[config.mk]
export PLATFORM = sky130hd
export DESIGN_NAME = dispctl_regbank
export DESIGN_NICKNAME = d
export VERILOG_FILES = /design/src/rtl/dispctl_regbank.sv
export SDC_FILE = /design/constraint.sdc
export NUM_CORES = 1
export LEC_CHECK = 0
export BUFFER_PORTS_ARGS = -buffer_cell sky130_fd_sc_hd__clkbuf_2
export CAP_MARGIN = 20
export CORE_MARGIN = 2
export CORE_UTILIZATION = 40
export CTS_BUF_LIST = sky130_fd_sc_hd__clkbuf_4
export DETAILED_ROUTE_END_ITERATION = 7
export PLACE_DENSITY = 0.57
export SYNTH_ARGS = -nofsm -noshare
export SYNTH_HDL_FRONTEND = slang
export SYNTH_SLANG_ARGS = --single-unit
[constraint.sdc]
create_clock -name clk -period 4.6 [get_ports clk]
set_input_delay 0.46 -clock clk [delete_from_list [all_inputs] [get_ports clk]]
set_output_delay 0.46 -clock clk [all_outputs]
set_load 0.005 [all_outputs]
[src/rtl/dispctl_regbank.sv]
module dispctl_regbank #(
  parameter int BUS_AW = 8,
  parameter int DW     = 32
) (
  input  logic              clk,
  input  logic              rst_n,
  input  logic              bus_wr_i,
  input  logic [BUS_AW-1:0] bus_addr_i,
  input  logic [DW-1:0]     bus_wdata_i,
  output logic [DW-1:0]     bus_rdata_o,
  input  logic              frame_start_i,
  input  logic              fifo_empty_i,
  output logic              run_o,
  output logic              stream_en_o,
  output logic              clk_gate_o,
  output logic              fifo_flush_o,
  output logic              fetch_en_o,
  output logic [DW-1:0]     cur_buf_o
);
  localparam int IW = BUS_AW - 4;
  localparam logic [IW-1:0] S_CTRL = IW'(0);
  localparam logic [IW-1:0] S_AUX  = IW'(1);
  localparam logic [IW-1:0] S_SYNC = IW'(2);
  localparam logic [IW-1:0] S_CUR  = IW'(3);
  localparam logic [IW-1:0] S_NEXT = IW'(4);
  localparam int B_RUN = 0, B_STREAM = 17, B_GATE = 30, B_SRST = 31, B_FLUSH = 21;

  logic [DW-1:0] ctrl_q, aux_q, sync_q, cur_q, next_q;
  logic [DW-1:0] ctrl_w, ctrl_nx;
  logic          srst_nx;

  wire [IW-1:0] slot = bus_addr_i[BUS_AW-1:4];
  wire [1:0]    kind = bus_addr_i[3:2];

  function automatic logic [DW-1:0] merge(input logic [DW-1:0] old, input logic [DW-1:0] wd,
                                          input logic [1:0] k);
    case (k)
      2'b00:   return wd;
      2'b01:   return old | wd;
      2'b10:   return old & ~wd;
      default: return old;
    endcase
  endfunction

  wire wr_ctrl = bus_wr_i && slot == S_CTRL;
  wire wr_aux  = bus_wr_i && slot == S_AUX;
  wire wr_sync = bus_wr_i && slot == S_SYNC;
  wire wr_next = bus_wr_i && slot == S_NEXT;
  wire drained = ctrl_q[B_RUN] && !ctrl_q[B_STREAM] && fifo_empty_i;

  always_comb begin
    ctrl_w = wr_ctrl ? merge(ctrl_q, bus_wdata_i, kind) : ctrl_q;
    if (drained) ctrl_w[B_RUN] = 1'b0;
    srst_nx = ctrl_w[B_SRST];
    ctrl_nx = srst_nx ? (DW'(1) << B_SRST) : ctrl_w;
  end

  always_ff @(posedge clk or negedge rst_n) begin
    if (!rst_n) begin
      ctrl_q <= '0;
      aux_q  <= '0;
      sync_q <= '0;
      cur_q  <= '0;
      next_q <= '0;
    end else begin
      ctrl_q <= ctrl_nx;
      if (srst_nx) begin
        aux_q  <= '0;
        sync_q <= '0;
        cur_q  <= '0;
        next_q <= '0;
      end else begin
        if (wr_aux)  aux_q  <= merge(aux_q, bus_wdata_i, kind);
        if (wr_sync) sync_q <= merge(sync_q, bus_wdata_i, kind);
        if (wr_next) next_q <= merge(next_q, bus_wdata_i, kind);
        if (frame_start_i) cur_q <= next_q;
      end
    end
  end

  always_comb begin
    case (slot)
      S_CTRL:  bus_rdata_o = ctrl_q;
      S_AUX:   bus_rdata_o = aux_q;
      S_SYNC:  bus_rdata_o = sync_q;
      S_CUR:   bus_rdata_o = cur_q;
      S_NEXT:  bus_rdata_o = next_q;
      default: bus_rdata_o = '0;
    endcase
  end

  assign run_o        = ctrl_q[B_RUN];
  assign stream_en_o  = ctrl_q[B_STREAM];
  assign clk_gate_o   = ctrl_q[B_GATE];
  assign fifo_flush_o = aux_q[B_FLUSH];
  assign fetch_en_o   = ctrl_q[B_RUN] && sync_q[0];
  assign cur_buf_o    = cur_q;
endmodule

Yosys cells after proc, flatten, opt, wreduce, memory -nomap -nowiden:

Index checks and enable logic that the tools add are counted.

* register bits after elaboration: 160
* input bits: 45

* eq/ne operators: 6
* multiplexer cells: 16
* bitwise gates (word level): 9
* reduce and logical (&&, ||, !) cells: 23

Operators by type and width (count)
* 32-bit one-hot mux with 3 select lines: 4
* 32-bit 2-to-1 mux: 10
* 32-bit one-hot mux with 5 select lines: 1
* 32-bit AND: 4
* 32-bit bitwise OR: 4
* 32-bit NOT: 1
* 2-bit AND reduction: 5
* 2-bit nonzero test: 5
* 4-bit by 2-bit equality test with 1-bit output (second input constant): 2
* 1-bit logical AND: 7
* 5-bit nonzero test: 1
* 4-bit by 1-bit equality test with 1-bit output (second input constant): 1
* 4-bit by 3-bit equality test with 1-bit output (second input constant): 1
* 4-bit logical NOT: 1
* 4-bit nonzero test: 1
* 3-bit nonzero test: 1
* 2-bit by 1-bit equality test with 1-bit output (second input constant): 1
* 2-bit equality test (second input constant): 1
* 2-bit logical NOT: 1
* 1-bit logical NOT: 1
* 1-bit 2-to-1 mux: 1

Depth between registers and ports, before layout:

Gate-level depths: netlist (run 1).

* depth in word-level cells: 6
* depth in mapped cells: 9
* gate-level depth less buffers: 6

Least setup slack after synthesis (run 1):

Ideal clock, no wire load.

* path kind: input to register
* from: input port bus_addr_i[2]
* to: register ctrl_q[0]
* setup time: 0.094 ns
* data arrival time: 1.901 ns
* required time: 4.506 ns
* slack: 2.605 ns
* stages on the path: 7
* path through: inv_1 -> ha_1 -> clkbuf_1 -> or3b_2 -> a31o_2 -> and2_1 -> a211oi_1

* longest elaborated chain between the ends: 5
* elaborated cells on any way between the ends: 10
* classes of those cells: 2 x eq/ne; 4 x mux; 4 x reduce/logical

Ends and longest elaborated chain
* start, declared: line 8 `input logic [BUS_AW-1:0] bus_addr_i,`
* 2-bit equality test, or another cell as far along: line 37 `case (k)`
* 32-bit one-hot mux with 3 select lines: line 37
* 32-bit 2-to-1 mux: line 52 `ctrl_w = wr_ctrl ? merge(ctrl_q, bus_wdata_i, kind) : ctrl_q;`
* 5-bit nonzero test (no line), or another cell as far along
* 2-bit AND reduction (no line) or 32-bit 2-to-1 mux (tied branches)
* end signal, assigned: line 66 `ctrl_q <= ctrl_nx;`
* end, declared: line 28 `logic [DW-1:0] ctrl_q, aux_q, sync_q, cur_q, next_q;`

Several ways; a longest one is shown, not always the timed one. The select of a mux whose other input is x is not followed.
A chain may end at the register's enable or synchronous reset.

Final worst setup path (run 1):

* from: input port bus_addr_i[5]
* to: output port bus_rdata_o[20]

* longest elaborated chain between the ends: 2
* elaborated cells on any way between the ends: 6
* classes of those cells: 4 x eq/ne; 1 x mux; 1 x reduce/logical

Ends and longest elaborated chain
* 4-bit by 3-bit equality test with 1-bit output, or another cell as far along: line 82 `case (slot)`
* 32-bit one-hot mux with 5 select lines (*): line 82
* end, declared: line 10 `output logic [DW-1:0] bus_rdata_o,`

Every way passes the cells marked *; elsewhere a longest branch is shown, timed or not.

==> flow_metrics.env, run 1 <==
export IMPL_grt_setup_unrepaired="no"
export IMPL_numCtsBuffers=17
export IMPL_synth_fp_nets=1040
export IMPL_cp_required_ns=4.14
export IMPL_p_leak_nw=4.92
export IMPL_regArea_sq_um=4000
export IMPL_synthSimpleGateAreaFrac_pct=22.4
export IMPL_cts_buffer_depth=2
export IMPL_coreArea_sq_um=21900
export IMPL_critical_path_endpoint_type="primary output"
export IMPL_cp_max_fo=13
export IMPL_multi_input_area_sq_um=4470
export IMPL_path_clk_slew_ns=0.14
export IMPL_initial_core_util_pct=40.8
export IMPL_die_x_um=153
export IMPL_maxCapViolations=0
export IMPL_cts_tree="yes"
export IMPL_overflow=0
export IMPL_synth_top_family_by_area="compound AO/OA/AOI/OAI gates"
export IMPL_fill_cells=2123
export IMPL_first_iter_violations=813
export IMPL_hold_class="input pin to register"
export IMPL_period_needed_ns=2.86
export IMPL_avgSynthCellArea_sq_um=9.01
export IMPL_synth_edff_count=0
export IMPL_cts_root_buf="clkbuf_4"
export IMPL_critPathArrivalTime_ns=2.40
export IMPL_clock_latency_ns=0.57
export IMPL_via_per_inst=5.95
export IMPL_ys_seq_area_share_pct=44.8
export IMPL_async_reset_ff_share_pct=100
export IMPL_post_route_util_pct=45.9
export IMPL_grt_use_total_pct=23.9
export IMPL_dieArea_sq_um=23500
export IMPL_setup_viol=0
export IMPL_synth_compound_area_share_pct=22.4
export IMPL_synthFlopType="dfrtp_1"
export IMPL_synth_mux_area_share_pct=3.59
export IMPL_grt_first_pass_wirelength_mm=44.5
export IMPL_final_common_cell="nor2_1"
export IMPL_dpl_cell_area_sq_um=9710
export IMPL_hold_viol_final=0
export IMPL_slew_violations=0
export IMPL_grt_max_degree=97
export IMPL_tightest_slew_ns=1.14
export IMPL_nNetsFinal=1100
export IMPL_pre_cts_ws_ns=1.42
export IMPL_fin_crit_sh_pct=62.1
export IMPL_io_buffers=111
export IMPL_yosys_register_bits=160
export IMPL_ant_nets=0
export IMPL_final_area_sq_um=10000
export IMPL_outcome="finished clean"
export IMPL_ir_drop_mv=0.189
export IMPL_boundaryPins=114
export IMPL_critPathKind="input pin to primary output"
export IMPL_max_slew_margin_pct=23.8
export IMPL_yosysUniqueCellTypes=41
export IMPL_syn_cell_area_sq_um=8930
export IMPL_wire_per_inst_um=20.9
export IMPL_cts_post_setup_buffers_inserted=0
export IMPL_grt_pass1_vias=7794
export IMPL_timing_fmax_ghz=0.350
export IMPL_area_growth_syn_to_layout_pct=12.4
export IMPL_drt_total_wl_mm=28.1
export IMPL_rows=54
export IMPL_setup_ws_ns=1.74
export IMPL_die_h_um=153
export IMPL_yosys_area_share_adder_pct=0.560
export IMPL_firstDrtPassIters=7
export IMPL_antenna_found_initial=1
export IMPL_power_density_nw_per_um2=349
export IMPL_hpwl_mm=16.4
export IMPL_syn_inst=991
export IMPL_final_cell_mix="163 x nor2_1, 160 x dfrtp_1, 125 x a21oi_1"
export IMPL_cts_resized=0
export IMPL_drc_errors=0
export IMPL_finalPower_mw=3.51
export IMPL_skew_ns=0.0188
export IMPL_cts_hold_buffers=1
export IMPL_setup_worst_path_start_class="input pin"
export IMPL_synth_warnings=0
export IMPL_synth_xor_area_share_pct=0
export IMPL_finalSetupTns_ns=0
export IMPL_drive_above_1_share_pct=22.8
export IMPL_vias=8010
export IMPL_clkSinkCount=160
export IMPL_routabilityCongestion=0.793
export IMPL_htree_levels=4
## cell type report
class                      count  area share (%)
timing repair buffer         136            7.74
tap                          280            3.49
multi-input combinational    705            44.5
clock buffer                  21            1.57
sequential                   160            39.9
inverter                      31            1.16
antenna                        2          0.0498
clock inverter                11            1.62
## where the power goes
group	total, mW	switching [mW]	internal (mW)	leakage, nW
Combinational	0.769	0.479	0.290	2.58
Sequential	1.76	0.151	1.61	2.17
Clock	0.976	0.523	0.453	0.171
Total	3.51	1.15	2.35	4.92
## flip-flops by register name (all words and copies together), names as in the netlist
register,count
cur_buf_o,32
aux_q,32
next_q,32
ctrl_q,32
sync_q,32
## critical path, cell delays in order
cell and delay (ns):
clkbuf_2 0.21, nor4bb_4 1.04, buf_4 0.36, a22oi_1 0.11
nand2_1 0.11, clkbuf_2 0.11
## synth_stat cells, types with 3 or more instances
cell / instances / area [sq um]
nor2_1: 163 / 612
dfrtp_1: 160 / 4000
a21oi_1: 125 / 626
nand2_1: 65 / 244
nor3_2: 60 / 601
clkbuf_1: 59 / 221
nor3_1: 38 / 190
nand2b_1: 34 / 213
a222oi_1: 32 / 320
a22oi_1: 32 / 240
a31oi_1: 32 / 200
mux2i_1: 32 / 320
inv_1: 30 / 113
a22o_1: 29 / 254
o32ai_1: 29 / 254
buf_2: 23 / 115
buf_4: 11 / 82.6
and2_1: 6 / 37.5
ha_1: 4 / 50.1
a31o_2: 3 / 26.3
nor4b_2: 3 / 45.0
## logic make-up after synthesis
group,Yosys count
DFF,160
AOI/OAI and AO/OA,293
adders and majority gates,4
buffers and inverters,126
muxes,32
and+or+nand+nor,376
## final timing paths
kind	startpoint	depth (start not counted)	slack, ns	to
setup / recovery	bus_addr_i[5]	6	1.74	bus_rdata_o[20]
setup reg to reg	ctrl_q[31]$_DFF_PN0_	5	2.56	aux_q[18]$_DFFE_PN0P_
min in group asynchronous	rst_n	2	0.45	cur_buf_o[5]$_DFFE_PN0P_
hold / removal	bus_wdata_i[15]	2	0.16	ctrl_q[15]$_DFFE_PN0P_
hold reg to reg	ctrl_q[21]$_DFFE_PN0P_	1	0.52	ctrl_q[21]$_DFFE_PN0P_
max in group asynchronous	rst_n	3	3.19	sync_q[24]$_DFFE_PN0P_
## through the flow
stage          hold slack, ns  cells
3_5_place_dp            0.492   1311
5_1_grt                 0.131   1345
6_report                0.157   1346
3_3_place_gp            0.493   1311
4_1_cts                 0.116   1344
2_1_floorplan           0.164    991
## metal layers
layer,track usage [%],wire [um]
met4,6.99,546
met3,5.44,1960
met2,38.1,13200
met1,32.6,12400
met5,0,0
No activity file was read; power rests on OpenSTA's default activity.
==> inputs of run 2 (changes only) <==
Settings changed: PLACE_DENSITY 0.57 to 0.59.
Clock period 4.6 ns to 2.4 ns, I/O delays scaled along.
==> run 2 against run 1 <==
Against the previous run:
- first-iteration DRC count grew 15%
- highest routed layer is now met5
- final cell count grew 3.6%
- critical path depth shrank 3
- critical path type is now register to primary output
- via count grew 2.2%
- register-to-register slack lost 1.9 ns
==> flow_metrics.env, run 2 (synthesis results as in run 1) <==
export IMPL_drc_errors=0
export IMPL_cts_tree="yes"
export IMPL_hpwl_mm=16.9
export IMPL_htree_levels=4
export IMPL_power_density_nw_per_um2=619
export IMPL_slew_violations=0
export IMPL_hold_viol_final=0
export IMPL_cts_buffer_depth=2
export IMPL_ant_nets=0
export IMPL_cts_root_buf="clkbuf_4"
export IMPL_boundaryPins=114
export IMPL_critical_path_endpoint_type="primary output"
export IMPL_firstDrtPassIters=7
export IMPL_coreArea_sq_um=21900
export IMPL_timing_fmax_ghz=0.522
export IMPL_antenna_found_initial=2
export IMPL_grt_max_degree=60
export IMPL_whs_ns=0.0748
export IMPL_grt_first_pass_wirelength_mm=44.6
export IMPL_drt_total_wl_mm=28.2
export IMPL_skew_ns=0.0215
export IMPL_via_per_inst=5.87
export IMPL_setup_worst_path_start_class="register"
export IMPL_io_buffers=111
export IMPL_numCtsBuffers=17
export IMPL_path_clk_slew_ns=0.14
export IMPL_nNetsFinal=1149
export IMPL_die_h_um=153
export IMPL_max_slew_margin_pct=58.1
export IMPL_outcome="finished clean"
export IMPL_final_cell_mix="163 x nor2_1, 160 x dfrtp_1, 125 x a21oi_1"
export IMPL_final_area_sq_um=10600
export IMPL_setup_ws_ns=0.485
export IMPL_grt_setup_unrepaired="no"
export IMPL_cp_required_ns=2.16
export IMPL_overflow=0
export IMPL_post_route_util_pct=48.5
export IMPL_grt_pass1_vias=7830
export IMPL_fin_crit_sh_pct=79.8
export IMPL_initial_core_util_pct=40.8
export IMPL_cp_max_fo=6
export IMPL_p_leak_nw=5.15
export IMPL_dieArea_sq_um=23500
export IMPL_dpl_cell_area_sq_um=10000
export IMPL_finalSetupTns_ns=0
export IMPL_maxCapViolations=0
export IMPL_clkSinkCount=160
export IMPL_area_growth_syn_to_layout_pct=18.9
export IMPL_routabilityCongestion=0.811
export IMPL_vias=8189
export IMPL_tightest_slew_ns=0.628
export IMPL_drive_above_1_share_pct=23.0
export IMPL_setup_viol=0
export IMPL_pre_cts_ws_ns=0.247
export IMPL_cts_post_setup_buffers_inserted=0
export IMPL_clock_latency_ns=0.58
export IMPL_first_iter_violations=931
export IMPL_ir_drop_mv=0.293
export IMPL_hold_class="input pin to register"
export IMPL_critPathKind="register to primary output"
export IMPL_grt_use_total_pct=24.0
export IMPL_rows=54
export IMPL_period_needed_ns=1.91
export IMPL_wire_per_inst_um=20.2
export IMPL_final_common_cell="nor2_1"
export IMPL_die_x_um=153
export IMPL_critPathArrivalTime_ns=1.67
==> run 2: changes by cell type in the layout (fill, tap and decap cells not counted), sizes merged <==
cell         delta
buf            +18
bufinv          -2
clkbuf          -2
clkinv          +3
clkinvlp        +2
diode           -1
dlygate4sd3    +31
inv             -1
==> run 2: worst paths after layout <==
check / cells past startpoint / slack, ns / startpoint / endpoint
hold / removal: 3 / 0.07 / bus_wdata_i[31] / aux_q[31]$_DFFE_PN0P_
setup reg to reg: 5 / 0.65 / ctrl_q[31]$_DFF_PN0_ / sync_q[22]$_DFFE_PN0P_
min in group asynchronous: 2 / 0.22 / rst_n / aux_q[14]$_DFFE_PN0P_
max in group asynchronous: 3 / 1.42 / rst_n / ctrl_q[30]$_DFFE_PN0P_
setup / recovery: 3 / 0.49 / ctrl_q[0]$_DFFE_PN0P_ / bus_rdata_o[0]
hold reg to reg: 1 / 0.52 / ctrl_q[12]$_DFFE_PN0P_ / ctrl_q[12]$_DFFE_PN0P_
==> run 2: final cells by class <==
type	instances	area, sq um
fill	2138	11300
multi-input combinational	705	4460
sequential	160	4000
timing repair buffer	185	1420
tap	280	350
clock buffer	19	143
clock inverter	13	121
inverter	31	116
antenna	1	2.50
==> run 2: per-layer routing <==
metal	wire length (um)	share of wire (%)	vias to the layer above	global-route usage (%)
li1	-	-	3827	-
met1	12500	44	3994	33.5
met2	13300	47	325	38.5
met3	1880	6.6	41	3.74
met4	486	1.7	2	7.51
met5	13	0.046	-	0
==> run 2: what timing repair did <==
action                     CTS  global route
resized for setup            0             0
setup endpoints to repair    0             0
hold buffers                32             0
hold endpoints to repair    88             0
==> run 2: per-stage QoR <==
stage | std cells | total power [mW]
after global placement | 1329 | 4.94
after CTS | 1393 | 6.62
after global routing | 1394 | 6.97
after floorplan | 991 | 4.34
final | 1394 | 6.57
after detailed placement | 1329 | 4.97
==> run 2: report_power, final <==
part	leakage (nW)	switching (mW)	total, mW	internal [mW]
logic	2.84	0.940	1.58	0.644
clock network	0.137	0.988	1.61	0.621
registers	2.17	0.289	3.38	3.09
==> run 2: worst max-delay path, cell delays in order, from the launching register on <==
cell	delay (ns)
dfrtp_1	0.49
a222oi_1	0.34
nand2_1	0.14
clkbuf_2	0.14
